==> src/rtl/emr_pkg.sv <==
package emr_pkg;
  localparam int unsigned BYTE_W    = 8;
  localparam logic [7:0]  FLAG_BYTE = 8'h7E;

  typedef enum logic [1:0] {
    IVL_BAD,
    IVL_SHORT,
    IVL_LONG
  } ivl_kind_e;

  typedef enum logic [2:0] {
    S_HUNT,
    S_COUNT,
    S_ARM,
    S_DATA,
    S_HALF,
    S_STUFF
  } dec_state_e;

  typedef struct packed {
    logic vld;
    logic val;
  } bit_evt_t;
endpackage

==> src/rtl/emr_edge_timer.sv <==
module emr_edge_timer #(
  parameter int unsigned CNT_SAT = 301,
  localparam int unsigned CNT_W  = $clog2(CNT_SAT + 1)
) (
  input  logic             clk,
  input  logic             rst_n,
  input  logic             us_tick,
  input  logic             line_in,
  output logic             edge_o,
  output logic [CNT_W-1:0] interval_o
);
  localparam logic [CNT_W-1:0] SAT_V = CNT_W'(CNT_SAT);

  logic             prev_q;
  logic [CNT_W-1:0] cnt_q;

  assign edge_o     = line_in ^ prev_q;
  assign interval_o = cnt_q;

  // the edge cycle's own tick opens the next interval
  always_ff @(posedge clk) begin
    if (!rst_n) begin
      prev_q <= 1'b0;
      cnt_q  <= '0;
    end else begin
      prev_q <= line_in;
      if (edge_o) begin
        cnt_q <= us_tick ? CNT_W'(1) : '0;
      end else if (us_tick && (cnt_q != SAT_V)) begin
        cnt_q <= cnt_q + CNT_W'(1);
      end
    end
  end
endmodule

==> src/rtl/emr_ivl_class.sv <==
module emr_ivl_class
  import emr_pkg::*;
#(
  parameter int unsigned CNT_W     = 9,
  parameter int unsigned MIN_LEN   = 80,
  parameter int unsigned MAX_LEN   = 300,
  parameter int unsigned SPLIT_LEN = 200
) (
  input  logic [CNT_W-1:0] interval_i,
  output ivl_kind_e        kind_o
);
  localparam logic [CNT_W-1:0] MIN_V   = CNT_W'(MIN_LEN);
  localparam logic [CNT_W-1:0] MAX_V   = CNT_W'(MAX_LEN);
  localparam logic [CNT_W-1:0] SPLIT_V = CNT_W'(SPLIT_LEN);

  always_comb begin
    if ((interval_i < MIN_V) || (interval_i > MAX_V)) begin
      kind_o = IVL_BAD;
    end else if (interval_i > SPLIT_V) begin
      kind_o = IVL_LONG;
    end else begin
      kind_o = IVL_SHORT;
    end
  end
endmodule

==> src/rtl/emr_bit_engine.sv <==
module emr_bit_engine
  import emr_pkg::*;
#(
  parameter int unsigned PRE_SHORTS = 10,
  parameter int unsigned STUFF_RUN  = 5
) (
  input  logic      clk,
  input  logic      rst_n,
  input  logic      edge_i,
  input  ivl_kind_e kind_i,
  output bit_evt_t  bit_o,
  output logic      sync_hit_o,
  output logic      lost_o
);
  localparam int unsigned RUN_W  = $clog2(PRE_SHORTS + 1);
  localparam int unsigned ONES_W = $clog2(STUFF_RUN + 1);
  localparam logic [RUN_W-1:0]  LAST_SHORT = RUN_W'(PRE_SHORTS - 1);
  localparam logic [ONES_W-1:0] LAST_ONE   = ONES_W'(STUFF_RUN - 1);

  dec_state_e        state_q, nstate;
  logic [RUN_W-1:0]  shorts_q, n_shorts;
  logic [ONES_W-1:0] ones_q, n_ones;
  logic              last_q, n_last;
  logic              take, tval;
  logic              is_long, in_frame;

  assign is_long  = (kind_i == IVL_LONG);
  assign in_frame = (state_q == S_DATA) || (state_q == S_HALF) || (state_q == S_STUFF);

  always_comb begin
    nstate     = state_q;
    n_shorts   = shorts_q;
    n_last     = last_q;
    n_ones     = ones_q;
    take       = 1'b0;
    tval       = 1'b0;
    lost_o     = 1'b0;
    sync_hit_o = 1'b0;
    if (edge_i) begin
      if (kind_i == IVL_BAD) begin
        lost_o = in_frame;
        nstate = S_HUNT;
      end else begin
        unique case (state_q)
          S_HUNT: begin
            if (is_long) begin
              nstate   = S_COUNT;
              n_shorts = '0;
            end
          end
          S_COUNT: begin
            if (is_long) begin
              n_shorts = '0;
            end else if (shorts_q == LAST_SHORT) begin
              nstate = S_ARM;
            end else begin
              n_shorts = shorts_q + RUN_W'(1);
            end
          end
          S_ARM: begin
            nstate     = S_DATA;
            sync_hit_o = 1'b1;
            n_last     = 1'b0;
            n_ones     = '0;
          end
          S_DATA: begin
            if (is_long) begin
              take = 1'b1;
              tval = ~last_q;
            end else begin
              nstate = S_HALF;
            end
          end
          S_HALF: begin
            if (is_long) begin
              lost_o = 1'b1;
              nstate = S_HUNT;
            end else begin
              take = 1'b1;
              tval = last_q;
            end
          end
          S_STUFF: begin
            if (is_long) begin
              nstate = S_DATA;
              n_last = 1'b0;
              n_ones = '0;
            end else begin
              lost_o = 1'b1;
              nstate = S_HUNT;
            end
          end
          default: nstate = S_HUNT;
        endcase
      end
    end
    if (take) begin
      nstate = S_DATA;
      n_last = tval;
      if (tval) begin
        if (ones_q == LAST_ONE) begin
          nstate = S_STUFF;
          n_ones = '0;
        end else begin
          n_ones = ones_q + ONES_W'(1);
        end
      end else begin
        n_ones = '0;
      end
    end
  end

  assign bit_o.vld = take;
  assign bit_o.val = tval;

  always_ff @(posedge clk) begin
    if (!rst_n) begin
      state_q  <= S_HUNT;
      shorts_q <= '0;
      ones_q   <= '0;
      last_q   <= 1'b0;
    end else begin
      state_q  <= nstate;
      shorts_q <= n_shorts;
      ones_q   <= n_ones;
      last_q   <= n_last;
    end
  end
endmodule

==> src/rtl/emr_byte_pack.sv <==
module emr_byte_pack
  import emr_pkg::*;
(
  input  logic              clk,
  input  logic              rst_n,
  input  logic              load_i,
  input  bit_evt_t          bit_i,
  output logic              byte_valid_o,
  output logic [BYTE_W-1:0] byte_data_o
);
  localparam int unsigned BC_W = $clog2(BYTE_W);
  localparam logic [BC_W-1:0] BC_LAST = BC_W'(BYTE_W - 1);

  logic [BYTE_W-1:0] sr_q, sr_next;
  logic [BC_W-1:0]   bc_q;

  // new bit enters at the top, so the first bit drifts down to bit 0
  assign sr_next = {bit_i.val, sr_q[BYTE_W-1:1]};

  always_ff @(posedge clk) begin
    if (!rst_n) begin
      sr_q         <= '0;
      bc_q         <= '0;
      byte_valid_o <= 1'b0;
      byte_data_o  <= '0;
    end else begin
      byte_valid_o <= 1'b0;
      if (load_i) begin
        sr_q         <= FLAG_BYTE;
        bc_q         <= '0;
        byte_valid_o <= 1'b1;
        byte_data_o  <= FLAG_BYTE;
      end else if (bit_i.vld) begin
        sr_q <= sr_next;
        if (bc_q == BC_LAST) begin
          bc_q         <= '0;
          byte_valid_o <= 1'b1;
          byte_data_o  <= sr_next;
        end else begin
          bc_q <= bc_q + BC_W'(1);
        end
      end
    end
  end
endmodule

==> src/rtl/edge_manchester_rx.sv <==
module edge_manchester_rx
  import emr_pkg::*;
#(
  parameter int unsigned MIN_LEN    = 80,
  parameter int unsigned MAX_LEN    = 300,
  parameter int unsigned SPLIT_LEN  = 200,
  parameter int unsigned PRE_SHORTS = 10,
  parameter int unsigned STUFF_RUN  = 5
) (
  input  logic       clk,
  input  logic       rst_n,
  input  logic       us_tick,
  input  logic       line_in,
  output logic       byte_valid,
  output logic [7:0] byte_data,
  output logic       sync_lost
);
  localparam int unsigned CNT_SAT = MAX_LEN + 1;
  localparam int unsigned CNT_W   = $clog2(CNT_SAT + 1);

  logic             edge_w;
  logic [CNT_W-1:0] interval_w;
  ivl_kind_e        kind_w;
  bit_evt_t         bit_w;
  logic             sync_hit_w;
  logic             lost_w;

  emr_edge_timer #(.CNT_SAT(CNT_SAT)) u_timer (
    .clk       (clk),
    .rst_n     (rst_n),
    .us_tick   (us_tick),
    .line_in   (line_in),
    .edge_o    (edge_w),
    .interval_o(interval_w)
  );

  emr_ivl_class #(
    .CNT_W    (CNT_W),
    .MIN_LEN  (MIN_LEN),
    .MAX_LEN  (MAX_LEN),
    .SPLIT_LEN(SPLIT_LEN)
  ) u_class (
    .interval_i(interval_w),
    .kind_o    (kind_w)
  );

  emr_bit_engine #(
    .PRE_SHORTS(PRE_SHORTS),
    .STUFF_RUN (STUFF_RUN)
  ) u_engine (
    .clk       (clk),
    .rst_n     (rst_n),
    .edge_i    (edge_w),
    .kind_i    (kind_w),
    .bit_o     (bit_w),
    .sync_hit_o(sync_hit_w),
    .lost_o    (lost_w)
  );

  emr_byte_pack u_pack (
    .clk         (clk),
    .rst_n       (rst_n),
    .load_i      (sync_hit_w),
    .bit_i       (bit_w),
    .byte_valid_o(byte_valid),
    .byte_data_o (byte_data)
  );

  always_ff @(posedge clk) begin
    if (!rst_n) sync_lost <= 1'b0;
    else        sync_lost <= lost_w;
  end
endmodule

==> config.mk <==
export PLATFORM = sky130hd
export DESIGN_NAME = edge_manchester_rx
export DESIGN_NICKNAME = d
export VERILOG_FILES = /design/src/rtl/emr_pkg.sv /design/src/rtl/emr_edge_timer.sv /design/src/rtl/emr_ivl_class.sv /design/src/rtl/emr_bit_engine.sv /design/src/rtl/emr_byte_pack.sv /design/src/rtl/edge_manchester_rx.sv
export SDC_FILE = /design/constraint.sdc
export NUM_CORES = 1
export LEC_CHECK = 0
export ABC_AREA = 1
export BUFFER_PORTS_ARGS = -buffer_cell sky130_fd_sc_hd__buf_2
export CAP_MARGIN = 20
export CORE_MARGIN = 2
export CORE_UTILIZATION = 34
export DETAILED_ROUTE_END_ITERATION = 8
export GPL_ROUTABILITY_DRIVEN = 0
export HOLD_SLACK_MARGIN = 0.03
export SETUP_SLACK_MARGIN = 0.4
export SLEW_MARGIN = 5
export SYNTH_ARGS = -nofsm -noshare
export SYNTH_HDL_FRONTEND = slang
export SYNTH_SLANG_ARGS = --single-unit
==> constraint.sdc <==
create_clock -name clk -period 3.1 [get_ports clk]
set_clock_uncertainty 0.05 [all_clocks]
set_input_delay 0.62 -clock clk [delete_from_list [all_inputs] [get_ports clk]]
set_output_delay 0.62 -clock clk [all_outputs]
set_load 0.1 [all_outputs]
# [Yosys cells after proc, flatten, opt, wreduce, memory -nomap -nowiden]
# Index checks and enable logic that the tools add are counted.
[totals] regBits=42 in_bits=4 out_inout_bits=10 elab_cells=118
[classes] n_addsub=4 magnitude_cmp=3 n_eq_ne=19 mux=55 bitwise_logic=4 reduce_logical=20
[ops] cell="$mux 3" n=16
[ops] cell="$mux 7" n=5
[ops] cell="$mux 1" n=19
[ops] cell="$mux 9" n=2
[ops] cell="$pmux 3 s6" n=1
[ops] cell="$eq 3x3->1 const B" n=4
[ops] cell="$mux 4" n=3
[ops] cell="$reduce_bool 2->1" n=5
[ops] cell="$add 9x1->9 const B" n=1
[ops] cell="$gt 9x8->1 const B" n=1
[ops] cell="$gt 9x9->1 const B" n=1
[ops] cell="$lt 9x7->1 const B" n=1
[ops] cell="$ne 9x9->1 const B" n=1
[ops] cell="$ne 4x1->1 const B" n=2
[ops] cell="$ne 4x3->1 const B" n=2
[ops] cell="$pmux 1 s2" n=4
[ops] cell="$pmux 4 s2" n=1
[ops] cell="$add 3x1->3 const B" n=2
[ops] cell="$eq 3x2->1 const B" n=2
[ops] cell="$mux 2" n=3
[ops] cell="$pmux 3 s2" n=1
[ops] cell="$reduce_and 2->1" n=3
[ops] cell="$reduce_and 6->1" n=1
[ops] cell="$reduce_and 5->1" n=1
[ops] cell="other kinds (18)" n=23

# [Depth between registers and ports, before layout]
# Gate-level depths: netlist of run 1.
[logic_depth] ltp_word=10 depth_mapped=15 ltp_nobuf=15

# [Modules after synthesis]
# Synthesis of run 1 repeated with hierarchy kept, for this count alone.
[hier_totals] hier_cells=382 hier_area_um2=2424.8
[modules_own_cells] mod="emr_bit_engine" n_inst=1 cells_each=139 area_per_inst_um2=844.6
[modules_own_cells] mod="emr_byte_pack" n_inst=1 cells_each=104 area_per_inst_um2=764.5
[modules_own_cells] mod="emr_edge_timer" n_inst=1 cells_each=99 area_per_inst_um2=628.1
[modules_own_cells] mod="emr_ivl_class" n_inst=1 cells_each=37 area_per_inst_um2=160.2
[modules_own_cells] mod="edge_manchester_rx" n_inst=1 cells_each=3 area_per_inst_um2=27.5

# [Least setup slack after synthesis of run 1]
# Ideal clock, no wire load.
[synth_timing] path_kind="in2reg" start="input line_in" end="register u_pack.byte_data_o[1]" setup_ns=0.117 t_arrival_ns=1.628 required_time_ns=2.933 setup_slack_ns=1.306 stages=8 path_buffers=0 cell_sequence="xnor2_2 > inv_1 > nand2_4 > clkinv_4 > nand2_4 > nand2_4 > nor2_1 > nor2_1"
[synth_via] elab_chain_cells=4
[synth_lines] item="start, declared" line="edge_manchester_rx.sv:13" source="input logic line_in,"
[synth_lines] item="$xor 1x1->1 *" line="emr_edge_timer.sv:17" source="assign edge_o = line_in ^ prev_q;"
[synth_lines] item="$mux 1" line="emr_bit_engine.sv:39" source="if (edge_i) begin"
[synth_lines] item="$reduce_bool 2->1 (no source line)"
[synth_lines] item="$reduce_and 2->1 (no source line)"
[synth_lines] item="end signal, assigned" line="emr_byte_pack.sv:38" source="byte_data_o <= sr_next;"
[synth_lines] item="end, declared" line="emr_byte_pack.sv:9" source="output logic [BYTE_W-1:0] byte_data_o"
# Mark *: on every way between the ends. The rest lies on a longest branch, timed or not.
# A chain may end at the register's enable or synchronous reset.

# [Worst setup path in the final report of run 1]
[layout_timing] start="register u_timer.cnt_q[0] (netlist: u_timer.interval_o[0])" end="register u_pack.byte_data_o[6]"
[layout_via] elab_chain_cells=10
[layout_lines] item="start, declared" line="emr_edge_timer.sv:15" source="logic [CNT_W-1:0] cnt_q;"
[layout_lines] item="start signal, assigned" line="emr_edge_timer.sv:28" source="cnt_q <= us_tick ? CNT_W'(1) : '0;"
[layout_lines] item="start signal, assigned" line="emr_edge_timer.sv:30" source="cnt_q <= cnt_q + CNT_W'(1);"
[layout_lines] item="$gt 9x8->1, or another cell as far along" line="emr_ivl_class.sv:19" source="end else if (interval_i > SPLIT_V) begin"
[layout_lines] item="$mux 2 / $logic_or 1x1->1 (equally long branches)" line="emr_ivl_class.sv:19, emr_ivl_class.sv:17"
[layout_lines] item="$mux 2 *" line="emr_ivl_class.sv:17" source="if ((interval_i < MIN_V) || (interval_i > MAX_V)) begin"
[layout_lines] item="$eq 2x2->1" line="emr_bit_engine.sv:27" source="assign is_long = (kind_i == IVL_LONG);"
[layout_lines] item="$mux 1, on equally long branches" line="emr_bit_engine.sv:75, emr_bit_engine.sv:67"
[layout_lines] item="$pmux 1 s2" line="emr_bit_engine.sv:44" source="unique case (state_q)"
[layout_lines] item="$mux 1" line="emr_bit_engine.sv:40" source="if (kind_i == IVL_BAD) begin"
[layout_lines] item="$mux 1" line="emr_bit_engine.sv:39"
[layout_lines] item="$reduce_bool 2->1 (no source line)"
[layout_lines] item="$reduce_and 2->1 (no source line)"
# Marks and branches as above.

==> metrics.csv, run 1 <==
stage,metric,value,unit
run_status,status,finished clean,
cells_and_area,syn_to_final_growth,10.8,%
setup_path,worst-setup-path-type,reg -> reg,
setup_path,slowest_stage,dfxtp_1,
routing,vias_per_cell,4.54,
pwr,ir_worst_vdd,0.000232,V
timing,hold_violations,0,
synth,netlist_area,2310,um^2
synth,yosysSeqAreaShare,35.5,%
synth,synth-compound-area-share,9.85,%
timing,period_minus_slack,2060,ps
synth,ys_ff_latch,41,
timing,slew_headroom,67.6,%
synth,synth-xor-area-share,1.84,%
setup_path,critical_path.max_fanout,18,
global_route,overflow,0,
global_route,gr-usage-all-layers,13.0,%
floorplan,coreArea,6680,um^2
floorplan,die_area,7470,um^2
clock_tree,cts_setup_buffers,0,
cells_and_area,antenna_cells,0,
clock_tree,cts.sinks,41,
worst_hold_path,hold_path.class,reg -> reg,
floorplan,num_rows,30,
placed_design,io_buffers,13,
routing,ant_nets,0,
global_route,grt_pass1_vias,1823,
floorplan,initial_core_util,34.6,%
clock_tree,cts.path.max_buffers,2,
synth,ys_types,28,
placed_design,dp.cells,436,
clock_tree,clk_latency,290,ps
timing,setup_tns,0,ps
global_route,antenna_found_initial,0,
clock_tree,cts_buffers,5,
cells_and_area,final_area,2560,um^2
routing,wl,4510,um
clock_tree,cts_tree,built,
flow_run,cap_viol_max_count,0,
routing,num_vias,2015,
setup_path,critPathArrivalTime,2210,ps
timing,max_freq,485,MHz
clock_tree,cts_resized,0,
clock_tree,cts_htree_levels,2,
setup_path,path_cells,inv_1 -> ha_1 -> nand2_1 -> inv_1 -> nand2_1 -> nor2_1 -> nor2_4 -> nand4_2 -> nand2_2 -> nand2_4 -> clkinv_4 -> nand2_4 -> o21ai_1 -> nor2_1,
synth,synthAdderAreaFrac,4.87,%
timing,slew_viol_final,0,
pwr,p_leak,0.00127,uW
clock_tree,clk_pin_slew,80,ps
timing,finalSetupViolations,0,
placed_design,place_area,2450,um^2
routing,drcViolationCount,0,
global_route,grt_pass1_wl,7930,um
setup_path,rrSetupSlack,1040,ps
routing,first_pass_iters,4,
setup_path,max_stage_delay,380,ps
setup_path,path_buf_inv,3,
routing,wire_per_inst,10.2,um
global_route,grt_max_degree,19,
cells_and_area,nNetsFinal,376,
timing,tightest_slew,489,ps
synth,synthMuxAreaShare,0,%
synth,yosys_warnings,0,
floorplan,ios,14,
timing,rsz0062_at_grt,no,
cells_and_area,nFillCells,718,
timing,fin_crit_sh,66.6,%
clock_tree,cts_root_buffer,clkbuf_8,
synth,synthCells,347,
routing,drt_iter0_drc,76,
setup_path,critPathTopFamily,simple AND/OR/NAND/NOR gates,
setup_path,cp-end-kind,register,
synth,syn_area_per_cell,6.66,um^2
clock_tree,postCtsHoldBufs,0,
placed_design,hpwl,3410,um
synth,synth-simple-area-share,37.3,%
cells_and_area,instances_no_fill,444,
cells_and_area,layout-drive-gt1-share,13.7,%
floorplan,chipHeight,86.4,um
pwr,powerDensity,411,nW/um^2
setup_path,crit_required,3240,ps
floorplan,die_x,86.4,um
synth,synth_top_family_by_area,simple AND/OR/NAND/NOR gates,
setup_path,start_kind,register,
synth,synth_nets,360,
## Yosys cell counts (all sizes together)
master | number | area share [%]
inv | 53 | 8.6
nor2 | 56 | 10
a211oi | 2 | 0.65
o21ai | 17 | 3.7
xnor2 | 2 | 1.1
buf | 3 | 1.3
dfxtp | 41 | 36
ha | 9 | 4.9
nand2 | 98 | 18
xor2 | 2 | 0.76
and2 | 1 | 0.27
a21oi | 24 | 5.2
o211ai | 1 | 0.32
nand3 | 22 | 4.8
nor3 | 7 | 1.9
nand4 | 6 | 2.2
clkinv | 1 | 0.38
clkbuf | 2 | 0.32
## placed cells by master, fill, tap and decap left out, types with 4 or more instances in the layout
| master | count |
|---|---|
| a21oi_1 | 24 |
| buf_2 | 13 |
| clkbuf_8 | 5 |
| dfxtp_1 | 41 |
| ha_1 | 9 |
| inv_1 | 48 |
| inv_2 | 5 |
| nand2_1 | 87 |
| nand2_2 | 7 |
| nand2_4 | 4 |
| nand3_1 | 22 |
| nand4_1 | 4 |
| nor2_1 | 50 |
| nor2_2 | 4 |
| nor3_1 | 5 |
| o21ai_0 | 9 |
| o21ai_1 | 8 |
## cell type report
cell class                      count  area [um^2]  area share [%]
Tap cell                           80          100            3.91
Sequential cell                    41          821            32.0
Timing Repair Buffer               14         72.6            2.83
Clock inverter                      3         46.3            1.81
Clock buffer                        5         68.8            2.69
Inverter                           54          208            8.11
Multi-Input combinational cell    247         1240            48.6
## metrics by stage
stage	utilization (%)	hold slack, ps	worst slack, ps	power [uW]
floorplan	-	389	1310	606
CTS	38.3	417	1030	1070
finish	38.3	415	1040	1050
detailed placement	36.6	401	897	625
global route	38.3	436	803	1100
global placement	36.6	398	921	625
## final timing paths
kind                                       startpoint                    end  cells after the start
worst min register to register         u_pack.sr_q[7]         u_pack.sr_q[7]                      2
worst min-delay path                   u_pack.sr_q[7]         u_pack.sr_q[7]                      2
worst max-delay path            u_timer.interval_o[0]  u_pack.byte_data_o[6]                     14
worst max register to register  u_timer.interval_o[0]  u_pack.byte_data_o[6]                     14
## logic make-up (layout without fill, tap and decap cells)
kind of cell / Yosys count / count (layout)
AOI/OAI and AO/OA: 44 / 44
xor gates and xnor gates: 4 / 4
adders and majority gates: 9 / 9
DFF: 41 / 41
and+or+nand+nor: 190 / 190
buffers and inverters: 59 / 76
## power by group
part	switching [uW]	internal, uW	total (uW)
combinational	52.1	23.1	75.1
clock	200	241	441
sequential	4.83	532	537
## worst min-delay path: cells and delay by family (launching register included)
kind             cells  cell delay [ps]
AO/OA/AOI/OAI        1               50
AND/OR/NAND/NOR      1               60
flip-flops           1              320
## routing by layer
metal / global-route usage (%) / vias up / share of wire, %
met1: 18.0 / 872 / 53
li1: - / 1118 / -
met3: 2.57 / 5 / 2.7
met2: 20.6 / 20 / 43
met4: 3.84 / 0 / 1.3
met5: 0 / - / 0
## state kept, by name, summed over array words and instances (netlist names)
name,flops
u_timer.interval_o,9
u_engine.shorts_q,4
u_pack.sr_q,7
u_pack.byte_data_o,8
u_engine.state_q,3
u_timer.prev_q,1
u_engine.last_q,1
u_pack.bc_q,3
u_pack.byte_valid_o,1
sync_lost,1
u_engine.ones_q,3
Note: power is estimated with default switching activity, not from simulation.
==> run 2, diff against run 1 <==
--- a/config.mk
+++ b/config.mk
@@ -5,7 +5,7 @@
 export SDC_FILE = /design/constraint.sdc
 export NUM_CORES = 1
 export LEC_CHECK = 0
-export ABC_AREA = 1
+export ABC_AREA = 0
 export BUFFER_PORTS_ARGS = -buffer_cell sky130_fd_sc_hd__buf_2
 export CAP_MARGIN = 20
 export CORE_MARGIN = 2
==> constraint.sdc (replaced) <==
create_clock -name clk -period 1.7 [get_ports clk]
set_clock_uncertainty 0.05 [all_clocks]
set_input_delay 0.34 -clock clk [delete_from_list [all_inputs] [get_ports clk]]
set_output_delay 0.34 -clock clk [all_outputs]
set_load 0.1 [all_outputs]
==> run 2 against run 1 <==
Effect of this change:
- routed wire length grew 42%
- first-iteration DRC count increased to 3.0 times the previous value
- worst setup slack worse by 1400 ps
- final area is 34% higher
- critical endpoint is now u_pack.bc_q[0]
- the run now ends with setup timing left
- clock-buffer cell count unchanged
- die area is 0.52% lower
- critical path depth is 6 lower
- hold slack lost 200 ps
- largest cell class unchanged
- area after synthesis down 0.54%
- critical path type unchanged
- register-to-register slack worse by 1400 ps
- sequential power up 81%
- synthesized cell count down 25%
==> metrics.csv, run 2 <==
stage,metric,value,unit,change
setup_path,start_kind,register,,unchanged
routing,wl_met2,3120,um,was 1930 um
clock_tree,cts_buffers,5,,unchanged
cells_and_area,syn_to_final_growth,49.7,%,was 10.8%
synth,yosys_warnings,0,,unchanged
routing,first_pass_iters,5,,was 4
floorplan,ios,14,,unchanged
cells_and_area,layout-drive-gt1-share,47.3,%,was 13.7%
clock_tree,clk_pin_slew,90,ps,was 80 ps
synth,synthTopCellsByCount,"dfxtp_1 (41), o21ai_0 (21), a21oi_1 (19), nor2_1 (19)",,"was nand2_1 (87), nor2_1 (50), inv_1 (48), dfxtp_1 (41), a21oi_1 (24)"
synth,syn_area_per_cell,8.81,um^2,was 6.66 um^2
synth,ys_types,60,,was 28
synth,async_flop_share,0,%,unchanged
setup_path,critical_path.max_fanout,6,,was 18
pwr,power.internal,1670,uW,was 796 uW
floorplan,die_area,7430,um^2,was 7470 um^2
routing,met1Wirelength,2910,um,was 2410 um
clock_tree,cts.sinks,41,,unchanged
placed_design,io_buffers,13,,unchanged
global_route,grt_pass1_wl,10500,um,was 7930 um
routing,drcViolationCount,0,,unchanged
timing,slew_viol_final,0,,unchanged
clock_tree,postCtsHoldBufs,0,,unchanged
synth,synth.top_cell.area_share,35.7,%,was 35.5%
synth,yosysSeqAreaShare,35.7,%,was 35.5%
global_route,gr-usage-all-layers,17.4,%,was 13.0%
global_route,overflow,0,,unchanged
cells_and_area,antenna_cells,0,,unchanged
timing,hold_violations,0,,unchanged
synth,synth.most_common_cell,dfxtp_1,,was nand2_1
cells_and_area,nFillCells,566,,was 718
timing,whs,219,ps,was 415 ps
routing,top_layer,met4,,unchanged
worst_hold_path,hold_path.class,in -> reg,,was reg -> reg
synth,synthCells,261,,was 347
clock_tree,cts_root_buffer,clkbuf_8,,unchanged
routing,vias_per_cell,5.57,,was 4.54
global_route,grt_pass1_vias,2264,,was 1823
setup_path,crit_required,1880,ps,was 3240 ps
timing,slew_headroom,72.7,%,was 67.6%
global_route,antenna_found_initial,0,,unchanged
placed_design,dp.cells,397,,was 436
placed_design,hpwl,4180,um,was 3410 um
clock_tree,cts_htree_levels,2,,unchanged
clock_tree,cts.path.max_buffers,2,,unchanged
routing,wire_per_inst,15.5,um,was 10.2 um
clock_tree,cts_tree,built,,unchanged
floorplan,initial_core_util,35.6,%,was 34.6%
timing,rsz0062_at_grt,yes,,was no
pwr,p_switching,525,uW,was 257 uW
cells_and_area,nNetsFinal,348,,was 376
floorplan,coreArea,6460,um^2,was 6680 um^2
cells_and_area,largest_reg_flops,9,,unchanged
synth,netlist_area,2300,um^2,was 2310 um^2
setup_path,cp-end-kind,register,,unchanged
floorplan,num_rows,29,,was 30
timing,period_minus_slack,2040,ps,was 2060 ps
pwr,p_leak,0.00136,uW,was 0.00127 uW
synth,yosysTopAreaCell,dfxtp_1,,unchanged
floorplan,chipHeight,86.2,um,was 86.4 um
cells_and_area,instances_no_fill,413,,was 444
synth,ys_ff_latch,41,,unchanged
cells_and_area,layout_common_cells,"buf_4 (52), dfxtp_1 (28), buf_6 (23)",,"was nand2_1 (87), nor2_1 (50), inv_1 (48)"
routing,num_vias,2301,,was 2015
timing,finalSetupViolations,40,,was 0
setup_path,worst-setup-path-type,reg -> reg,,unchanged
pwr,p_seq_share,44.3,%,was 51.0%
pwr,powerDensity,637,nW/um^2,was 411 nW/um^2
routing,wl,6410,um,was 4510 um
clock_tree,clk_latency,300,ps,was 290 ps
synth,synth-edff-count,0,,unchanged
run_status,status,"complete, but fails checks",,was finished clean
pwr,switching_share,24.0,%,was 24.4%
routing,wl_met3,325,um,was 121 um
pwr,combPwrFrac,11.2,%,was 7.1%
routing,ant_nets,0,,unchanged
pwr,ir_worst_vdd,0.000407,V,was 0.000232 V
setup_path,critPathArrivalTime,2220,ps,was 2210 ps
cells_and_area,final_common_cell,buf_4,,was nand2_1
timing,tightest_slew,410,ps,was 489 ps
timing,fin_crit_sh,120,%,was 66.6%
synth,synthTopCellsByArea,"dfxtp_1 (36%), ha_1 (4.9%), o21ai_0 (4.6%)",,"was dfxtp_1 (36%), nand2_1 (14%), nor2_1 (8.1%)"
pwr,pwr-share-clk,44.5,%,was 41.9%
timing,max_freq,491,MHz,was 485 MHz
run_status,violations,setup timing,,
floorplan,die_x,86.2,um,was 86.4 um
flow_run,cap_viol_max_count,0,,unchanged
synth,synth_ff_type,dfxtp_1,,unchanged
synth,synth_nets,274,,was 360
timing,setup_slack,-337,ps,was 1040 ps
routing,drt_iter0_drc,227,,was 76
global_route,grt_max_degree,15,,was 19
run 2: worst max-delay path, stage by stage (launching register included):
cell      delay (ps)
dfxtp_2          340
inv_2             70
ha_4             140
nand2b_4          70
a211oi_4         240
mux2_4           360
buf_6            130
or4_4            420
a21oi_2          150
run 2: layout make-up:
class	instances	area, um^2	area share (%)
clock inverter	3	68.8	2.00
sequential	41	840	24.4
inverter	14	52.6	1.53
tap	77	96.3	2.80
timing repair buffer	80	699	20.3
clock buffer	5	68.8	2.00
multi-input combinational	193	1620	46.9
run 2: final timing paths:
check / start / endpoint / slack, ps / cells past startpoint
worst min-delay path: line_in / u_timer.prev_q / 220 / 2
worst min register to register: u_pack.sr_q[1] / u_pack.byte_data_o[0] / 440 / 2
worst max-delay path: u_timer.interval_o[1] / u_pack.bc_q[0] / -340 / 8
worst max register to register: u_timer.interval_o[1] / u_pack.bc_q[0] / -340 / 8
run 2: layer usage:
layer	global-route usage, %	vias up
met3	3.33	6
li1	-	1133
met5	0	-
met1	23.9	1103
met4	5.11	0
met2	27.9	59
run 2: logic make-up after synthesis:
group | share of synthesized area [%]
AO/OA/AOI/OAI | 25.9
AND/OR/NAND/NOR | 21.7
multiplexers | 2.88
flip-flops | 35.7
adder cells (fa/ha/maj) | 4.90
buffers and inverters | 6.31
XOR/XNOR | 2.67
run 2: power by group through the flow:
stage / combinational (uW) / sequential, uW / clock [uW]
after global routing: 262 / 973 / 1030
after global placement: 192 / 995 / 0
after detailed placement: 193 / 995 / 0
after floorplan: 113 / 1000 / 0
after CTS: 225 / 971 / 986
final: 245 / 971 / 974
run 2: what timing repair did:
| action | in CTS | in global routing |
|---|---|---|
| resized for setup | 64 | 29 |
| pin swaps | 28 | 20 |
| hold endpoints to repair | 0 | 0 |
| buffers inserted | 5 | 2 |
| setup endpoints to repair | 50 | 41 |
| cloned | 1 | 0 |
run 2: through the flow:
stage,total power [uW],setup TNS [ps],area (um^2),utilization (%),setup WS (ps)
after floorplan,1110,-4610,2360,-,-345
after global placement,1190,-8390,2880,44.5,-310
after detailed placement,1190,-9150,2880,44.5,-345
after CTS,2180,-7450,3310,51.2,-286
after global routing,2270,-11990,3440,53.3,-397
final,2190,-8390,3440,53.3,-337
==> run 3, diff against run 2 <==
--- a/config.mk
+++ b/config.mk
@@ -9,10 +9,11 @@
 export BUFFER_PORTS_ARGS = -buffer_cell sky130_fd_sc_hd__buf_2
 export CAP_MARGIN = 20
 export CORE_MARGIN = 2
-export CORE_UTILIZATION = 34
+export CORE_UTILIZATION = 54
 export DETAILED_ROUTE_END_ITERATION = 8
 export GPL_ROUTABILITY_DRIVEN = 0
 export HOLD_SLACK_MARGIN = 0.03
+export PLACE_DENSITY = 0.75
 export SETUP_SLACK_MARGIN = 0.4
 export SLEW_MARGIN = 5
 export SYNTH_ARGS = -nofsm -noshare
==> run 3 against run 2 <==
Effect of this change:
- utilization increased by 34 points
- flip-flop and latch count unchanged
- final area is 2.8% higher
- first-iteration DRC count up 88%
- highest routed layer unchanged
- via count up 17%
- register-to-register slack got worse by 150 ps
- critical endpoint is now u_engine.state_q[0]
- critical path type unchanged
- the run still ends with setup timing left
- fmax decreased by 7.0%
==> metrics.csv, run 3 (synthesized netlist as in run 2, its figures left out) <==
stage,metric,value,unit,change
setup_path,crit_required,1860,ps,was 1880 ps
placed_design,hpwl,4260,um,was 4180 um
global_route,grt_pass1_vias,2392,,was 2264
run_status,status,"complete, but fails checks",,unchanged
placed_design,pre_cts_slack,-362,ps,was -345 ps
cells_and_area,largest_reg_flops,9,,unchanged
pwr,powerDensity,637,nW/um^2,about the same
timing,finalSetupViolations,40,,unchanged
cells_and_area,antenna_cells,0,,unchanged
worst_hold_path,hold_depth,2,,unchanged
cells_and_area,syn_to_final_growth,53.8,%,was 49.7%
routing,ant_nets,0,,unchanged
cells_and_area,utilization,87.1,%,was 53.3%
worst_hold_path,min_from,line_in,,unchanged
setup_path,path_cells,inv_2 -> ha_4 -> nand2b_4 -> a211oi_4 -> buf_4 -> buf_6 -> buf_4 -> a21oi_4 -> a221oi_4 -> mux2i_1,,was inv_2 -> ha_4 -> nand2b_4 -> a211oi_4 -> mux2_4 -> buf_6 -> or4_4 -> a21oi_2
clock_tree,clk_pin_slew,90,ps,about the same
routing,num_vias,2701,,was 2301
cells_and_area,layout-drive-gt1-share,50.9,%,was 47.3%
setup_path,reg2reg_from,u_timer.interval_o[0],,was u_timer.interval_o[1]
routing,vias_per_cell,6.79,,was 5.57
floorplan,ios,14,,unchanged
setup_path,critPathTopFamily,compound AO/OA/AOI/OAI gates,,was simple AND/OR/NAND/NOR gates
setup_path,start_kind,register,,unchanged
setup_path,rrSetupSlack,-490,ps,was -340 ps
setup_path,slowest_stage,dfxtp_2,,was or4_4
placed_design,dp.cells,370,,was 397
clock_tree,cts_tree,built,,unchanged
timing,whs,264,ps,was 219 ps
setup_path,critical_path.max_fanout,3,,was 6
clock_tree,cts.sinks,41,,unchanged
global_route,grt_max_degree,15,,unchanged
global_route,antenna_found_initial,0,,unchanged
setup_path,cp-end-kind,register,,unchanged
global_route,gr-usage-all-layers,30.1,%,was 17.4%
clock_tree,postCtsHoldBufs,0,,unchanged
setup_path,r2r-end,u_engine.state_q[0],,was u_pack.bc_q[0]
timing,fin_crit_sh,129,%,was 120%
setup_path,worst-setup-path-type,reg -> reg,,unchanged
timing,setup_tns,-14020,ps,was -8390 ps
timing,tightest_slew,522,ps,was 410 ps
setup_path,reg2regPathDepth,10,,was 8
clock_tree,cts.path.max_buffers,2,,unchanged
worst_hold_path,hold_path.class,in -> reg,,unchanged
flow_run,cap_viol_max_count,0,,unchanged
clock_tree,cts_htree_levels,2,,unchanged
cells_and_area,nNetsFinal,360,,was 348
floorplan,coreArea,4060,um^2,was 6460 um^2
routing,drt_iter0_drc,426,,was 227
timing,max_freq,457,MHz,was 491 MHz
setup_path,max_stage_delay,330,ps,was 420 ps
floorplan,die_x,69.2,um,was 86.2 um
worst_hold_path,worstHoldEndpoint,u_timer.prev_q,,unchanged
cells_and_area,final_common_cell,buf_4,,unchanged
clock_tree,cts_buffers,5,,unchanged
timing,setup_slack,-491,ps,was -337 ps
floorplan,num_rows,23,,was 29
setup_path,cp_common_cell,buf_4,,
global_route,grt_pass1_wl,11700,um,was 10500 um
run_status,violations,setup timing,,unchanged
routing,first_pass_iters,5,,unchanged
pwr,ir_worst_vdd,0.000489,V,was 0.000407 V
routing,wire_per_inst,21.9,um,was 15.5 um
floorplan,initial_core_util,56.6,%,was 35.6%
placed_design,io_buffers,13,,unchanged
timing,slew_viol_final,0,,unchanged
timing,slew_headroom,65.0,%,was 72.7%
routing,wl,8710,um,was 6410 um
setup_path,path_buf_inv,4,,was 2
pwr,p_leak,0.00144,uW,was 0.00136 uW
timing,period_minus_slack,2190,ps,was 2040 ps
clock_tree,cts_root_buffer,clkbuf_8,,unchanged
floorplan,die_area,4790,um^2,was 7430 um^2
clock_tree,clk_latency,310,ps,was 300 ps
cells_and_area,instances_no_fill,398,,was 413
setup_path,critPathArrivalTime,2350,ps,was 2220 ps
timing,hold_violations,0,,unchanged
timing,rsz0062_at_grt,yes,,unchanged
cells_and_area,layout_common_cells,"buf_4 (58), buf_6 (30), dfxtp_1 (27)",,"was buf_4 (52), dfxtp_1 (28), buf_6 (23)"
global_route,overflow,0,,unchanged
floorplan,chipHeight,69.2,um,was 86.2 um
routing,drcViolationCount,0,,unchanged
## run 3: cell types whose count changed in the layout (fill, tap and decap cells not counted), moves of 2 or more
cell / previous run / this run
a21oi_4: 0 / 3
buf_6: 23 / 30
o21ai_0: 6 / 1
a21oi_2: 7 / 5
buf_4: 52 / 58
o21ai_2: 1 / 5
## run 3: layout make-up
class / instances / area [um^2]
multi-input combinational: 194 / 1650
sequential: 41 / 843
timing repair buffer: 91 / 788
fill: 183 / 522
clock buffer: 5 / 68.8
clock inverter: 3 / 68.8
tap: 50 / 62.6
inverter: 14 / 52.6
## run 3: routing by layer
metal | GRT usage [%] | up-vias | wire, um
met5 | 0 | - | 0
met4 | 14.4 | 0 | 539
met3 | 5.52 | 57 | 733
met2 | 50.7 | 197 | 4170
met1 | 37.0 | 1283 | 3260
li1 | - | 1164 | -
## run 3: worst max path at each step
| stage | cells after the start | from | end |
|---|---|---|---|
| 6_report | 10 | u_timer.interval_o[0] | u_engine.state_q[0] |
| 5_1_grt | 10 | u_timer.interval_o[0] | u_engine.state_q[0] |
| 4_1_cts | 8 | u_timer.interval_o[0] | u_pack.bc_q[0] |
| 3_5_place_dp | 8 | u_timer.interval_o[1] | u_engine.state_q[2] |
| 3_3_place_gp | 8 | u_timer.interval_o[1] | u_engine.state_q[2] |
| 2_1_floorplan | 7 | u_timer.interval_o[1] | u_pack.sr_q[1] |
## run 3: power by group
| group | switching (uW) | internal, uW | leakage [uW] |
|---|---|---|---|
| sequential | 6.41 | 964 | 0.000338 |
| combinational | 166 | 139 | 0.00103 |
| clock | 384 | 591 | 0.0000687 |
## run 3: stage by stage
step	cell area, um^2	power (uW)
global placement	2830	1180
detailed placement	2830	1180
finish	3540	2250
global route	3540	2310
floorplan	2360	1110
CTS	3320	2190
## run 3: timing repair
| action | in CTS | in global routing |
|---|---|---|
| setup endpoints to repair | 50 | 42 |
| pin swaps | 27 | 20 |
| resized for setup | 67 | 43 |
| cloned | 1 | 1 |
| buffers inserted | 12 | 6 |
| hold endpoints to repair | 0 | 0 |
